--- config.mk ---
export PLATFORM = sky130hd
export DESIGN_NAME = gpib_listen_accept
export DESIGN_NICKNAME = d
export VERILOG_FILES = /design/src/rtl/gpib_listen_accept.sv
export SDC_FILE = /design/constraint.sdc
export NUM_CORES = 1
export LEC_CHECK = 0
export ABC_AREA = 1
export BUFFER_PORTS_ARGS = -buffer_cell sky130_fd_sc_hd__buf_2
export CAP_MARGIN = 20
export CELL_PAD_IN_SITES_DETAIL_PLACEMENT = 1
export CELL_PAD_IN_SITES_GLOBAL_PLACEMENT = 2
export CORE_AREA = 2 2 46 80
export DETAILED_ROUTE_END_ITERATION = 10
export DIE_AREA = 0 0 48 82
export GPL_ROUTABILITY_DRIVEN = 0
export HOLD_SLACK_MARGIN = 0.05
export MAX_ROUTING_LAYER = met4
export PLACE_DENSITY_LB_ADDON = 0.25
export RECOVER_POWER = 50
export REMOVE_ABC_BUFFERS = 1
export SLEW_MARGIN = 30
export SYNTH_ARGS = -nofsm -noshare
export SYNTH_HDL_FRONTEND = slang
export SYNTH_SLANG_ARGS = --single-unit
--- constraint.sdc ---
create_clock -name clk -period 1.15 [get_ports clk]
set_clock_uncertainty 0.05 [all_clocks]
set_input_delay 0 -clock clk [delete_from_list [all_inputs] [get_ports clk]]
set_output_delay 0 -clock clk [all_outputs]
set_load 0.1 [all_outputs]
--- src/rtl/gpib_listen_accept.sv ---
module gpib_listen_accept #(
  parameter int              DW         = 8,
  parameter int              SYNC       = 2,
  parameter logic [DW-1:0]   START_CODE = 8'h24
) (
  input  logic          clk,
  input  logic          rst_n,
  input  logic          bus_dav_n,
  input  logic          bus_atn_n,
  input  logic          bus_eoi_n,
  input  logic [DW-1:0] bus_dio_n,
  output logic          nrfd_drive,
  output logic          ndac_drive,
  output logic          out_valid,
  output logic [DW-1:0] out_data,
  output logic          out_last,
  input  logic          out_ready
);

  typedef enum logic [1:0] {S_HOLD, S_ARM, S_ACK, S_OFFER} st_t;

  st_t             st;
  logic [SYNC-1:0] dav_q, atn_q;
  logic            dav_s, atn_s;
  logic [DW-1:0]   byte_q;
  logic            atn_cap, eoi_cap, session;

  always_ff @(posedge clk or negedge rst_n)
    if (!rst_n) begin
      dav_q <= '0;
      atn_q <= '0;
    end else begin
      dav_q <= {dav_q[SYNC-2:0], ~bus_dav_n};
      atn_q <= {atn_q[SYNC-2:0], ~bus_atn_n};
    end

  assign dav_s = dav_q[SYNC-1];
  assign atn_s = atn_q[SYNC-1];

  always_ff @(posedge clk or negedge rst_n)
    if (!rst_n) begin
      st      <= S_HOLD;
      byte_q  <= '0;
      atn_cap <= 1'b0;
      eoi_cap <= 1'b0;
      session <= 1'b0;
    end else begin
      case (st)
        S_HOLD: st <= S_ARM;
        S_ARM:
          if (dav_s) begin
            byte_q  <= ~bus_dio_n;
            atn_cap <= atn_s;
            eoi_cap <= ~bus_eoi_n;
            st      <= S_ACK;
          end
        S_ACK:
          if (!dav_s) begin
            if (session) st <= S_OFFER;
            else begin
              if (atn_cap && byte_q == START_CODE) session <= 1'b1;
              st <= S_HOLD;
            end
          end
        S_OFFER:
          if (out_ready) begin
            if (eoi_cap) session <= 1'b0;
            st <= S_ARM;
          end
        default: st <= S_HOLD;
      endcase
    end

  assign nrfd_drive = (st != S_ARM);
  assign ndac_drive = (st != S_ACK);
  assign out_valid  = (st == S_OFFER);
  assign out_data   = byte_q;
  assign out_last   = eoi_cap;

  always_comb
    if (!rst_n)
      AST_RST_HOLD: assert (nrfd_drive && ndac_drive && !out_valid);

  AST_NRFD_WITH_NDAC: assert property (@(posedge clk) disable iff (!rst_n)
    !nrfd_drive |-> ndac_drive);
  AST_NDAC_AFTER_DAV: assert property (@(posedge clk) disable iff (!rst_n)
    $fell(ndac_drive) |-> dav_s && nrfd_drive);
  AST_NDAC_UNTIL_DROP: assert property (@(posedge clk) disable iff (!rst_n)
    !ndac_drive && dav_s |=> !ndac_drive);
  AST_REASSERT_BOTH: assert property (@(posedge clk) disable iff (!rst_n)
    $rose(ndac_drive) |-> nrfd_drive && !dav_s);
  AST_OFFER_STABLE: assert property (@(posedge clk) disable iff (!rst_n)
    out_valid && !out_ready |=> out_valid && $stable(out_data) && $stable(out_last));
  AST_BACKPRESSURE: assert property (@(posedge clk) disable iff (!rst_n)
    out_valid |-> nrfd_drive);
  AST_IDLE_SILENT: assert property (@(posedge clk) disable iff (!rst_n)
    !session |-> !out_valid);
  AST_LAST_ENDS: assert property (@(posedge clk) disable iff (!rst_n)
    out_valid && out_ready && out_last |=> !session);

endmodule

==> results.sh <==
export IMPL_dpl_hpwl_microns=1430
export IMPL_numCtsBuffers=3
export IMPL_fin_area_sq_um=1560
export IMPL_rows=28
export IMPL_syn_to_final_growth_pct=97.9
export IMPL_placed_cell_area_sq_um=1140
export IMPL_violations="setup timing"
export IMPL_coreArea_sq_um=3330
export IMPL_path_max_fanout=3
export IMPL_final_seq_area_sq_um=429
export IMPL_nets=159
export IMPL_timing_rr_start="st[1]"
export IMPL_rsz0062_at_grt="true"
export IMPL_drive_gt1_share_pct=55.3
export IMPL_status="finished, violations left"
export IMPL_grt_pass1_vias=817
export IMPL_drt_wl_total_microns=2200
export IMPL_hold_viol=0
export IMPL_drtPass1Iterations=2
export IMPL_drt_iter0_drc=3
export IMPL_cp_end_kind="output pin"
export IMPL_crit_type="reg -> out"
export IMPL_cpPeakStageDelay_ps=440
export IMPL_whs_ps=166
export IMPL_mostFrequentLayoutCell="nand2_1"
export IMPL_clk_pin_slew_ps=70
export IMPL_cts_tree="built"
export IMPL_period_minus_slack_ps=1310
export IMPL_syn_inst=87
export IMPL_numPlacedInstances=161
export IMPL_drc_errors=0
export IMPL_clockRootBuffer="clkbuf_8"
export IMPL_die_area_sq_um=3940
export IMPL_vias=774
export IMPL_stdcell_count=186
export IMPL_clkLatencyLatePin_ps=250
export IMPL_r2r_cells=7
export IMPL_drtAntennaViolNets=0
export IMPL_critPathBufInv=3
export IMPL_setup_slack_ps=-164
export IMPL_crit_family="flip-flops"
export IMPL_fillers=368
export IMPL_cts_sinks=17
export IMPL_synth_avg_cell_area_sq_um=9.03
export IMPL_multi_input_area_sq_um=444
export IMPL_wl_per_cell_microns=11.8
export IMPL_synth_area_sq_um=786
export IMPL_cp_common_cell="buf_6"
export IMPL_report_final_slew_viol_count=0
export IMPL_worstReg2RegEnd="st[1]"
export IMPL_grt_antenna_before_repair=0
export IMPL_clock_path_buffers=2
export IMPL_synth_cell_types=14
export IMPL_max_slew_margin_pct=70.9
export IMPL_slowest_stage="dfrtp_2"
export IMPL_critPathLaunchType="register"
export IMPL_fp_dieH_microns=82
export IMPL_final_cell_mix="18 x nand2_1, 14 x dfrtp_1, 13 x dlygate4sd3_1, 12 x buf_2"
export IMPL_ys_warn_count=0
export IMPL_worst_slew_pin_transition_ps=436
export IMPL_synth_seq_area_share_pct=54.1
export IMPL_io_pins=26
export IMPL_overflow=0
export IMPL_grt_max_degree=18
export IMPL_io_buffers=25
export IMPL_endpoint="out_valid"
export IMPL_crit_start="st[1]"
export IMPL_cts_max_level=1
export IMPL_dieWidth_microns=48
export IMPL_antenna_cells=0
export IMPL_r2r_slack_ps=-100
export IMPL_cp_required_ps=1100
export IMPL_grt_pass1_wl_microns=3510
export IMPL_max_freq_ghz=0.761
export IMPL_hp_class="in -> async"
export IMPL_setup_viol=16
export IMPL_track_usage_pct=13.4
export IMPL_max_cap_violations=0
export IMPL_crit_path_cell_trace="buf_6 > ha_4 > buf_6 > buf_12"
export IMPL_initial_core_util_pct=23.6
export IMPL_fin_crit_sh_pct=114
export IMPL_viasPerCell=4.16
export IMPL_ys_ff_latch=17
export IMPL_critical_path_arrival_ps=1260
export IMPL_crit_cells=4
export IMPL_pre_cts_ws_ps=-130
Yosys cell counts:
library cell  instances  area [sq um]
buf_6                 1          11.3
nor2_1                3          11.3
o21ai_2               9          78.8
inv_1                15          56.3
nand2_1              30           113
inv_2                 1          3.75
a21oi_1               1          5.00
nand3_1               3          15.0
ha_1                  3          37.5
nor2_2                1          6.26
dfrtp_1              17           425
nand2_4               1          11.3
nand4_1               1          6.26
o21ai_0               1          5.00
registers in the layout, summed over array words and instances (netlist names):
name      cells
dav_q         2
out_last      1
session       1
st            2
atn_q         2
out_data      8
atn_cap       1
per-stage QoR:
step | TNS [ps] | util, %
floorplan | -3130 | -
global placement | -852 | 34.4
detailed placement | -1470 | 34.4
CTS | -1430 | 44.1
global route | -1940 | 46.7
finish | -1100 | 46.7
worst min path at each step:
stage / end / slack (ps) / cells after the start
finish: out_data[7] / 170 / 2
global route: out_data[7] / 200 / 2
CTS: out_data[7] / 150 / 2
detailed placement: out_data[7] / -100 / 1
global placement: out_data[7] / -110 / 1
floorplan: atn_cap / -350 / 0
kinds of logic (layout without fill, tap and decap cells):
kind of cell | after synthesis | after routing | share of synthesized area [%]
buf+inv | 17 | 68 | 9.08
simple gates | 39 | 42 | 20.7
compound gates | 11 | 11 | 11.3
flops | 17 | 17 | 54.1
fa+ha+maj | 3 | 3 | 4.78
routing by layer:
layer	GRT usage [%]	wire, microns	vias to the layer above
met5	-	0	-
met4	7.30	49	0
met3	1.98	44	5
met2	24.9	1400	15
met1	11.9	705	377
li1	-	-	377
repair_timing:
action	in CTS	in global routing
gates cloned	1	2
pin swaps	2	6
setup buffers	4	1
hold endpoints to repair	29	0
hold buffers	13	0
endpoints found under the setup margin	16	18
resized for setup	29	16
area by class of cell:
type | count | area share (%)
inverter | 16 | 4.02
timing repair buffer | 48 | 33.2
clock inverter | 1 | 0.322
multi-input combinational | 56 | 28.6
clock buffer | 3 | 2.65
sequential | 17 | 27.6
tap | 45 | 3.62
worst reg2reg max path, cell delays in order (launching register included):
cell and delay [ps]:
dfrtp_2 440, inv_2 80, ha_4 160, inv_2 50, buf_4 120, a21oi_1 160, nand2_1 70, nand2_1 50
Power is left out: the tool's default activity adds up to more than one toggle a clock period on the data nets, which glitch-free logic cannot reach.
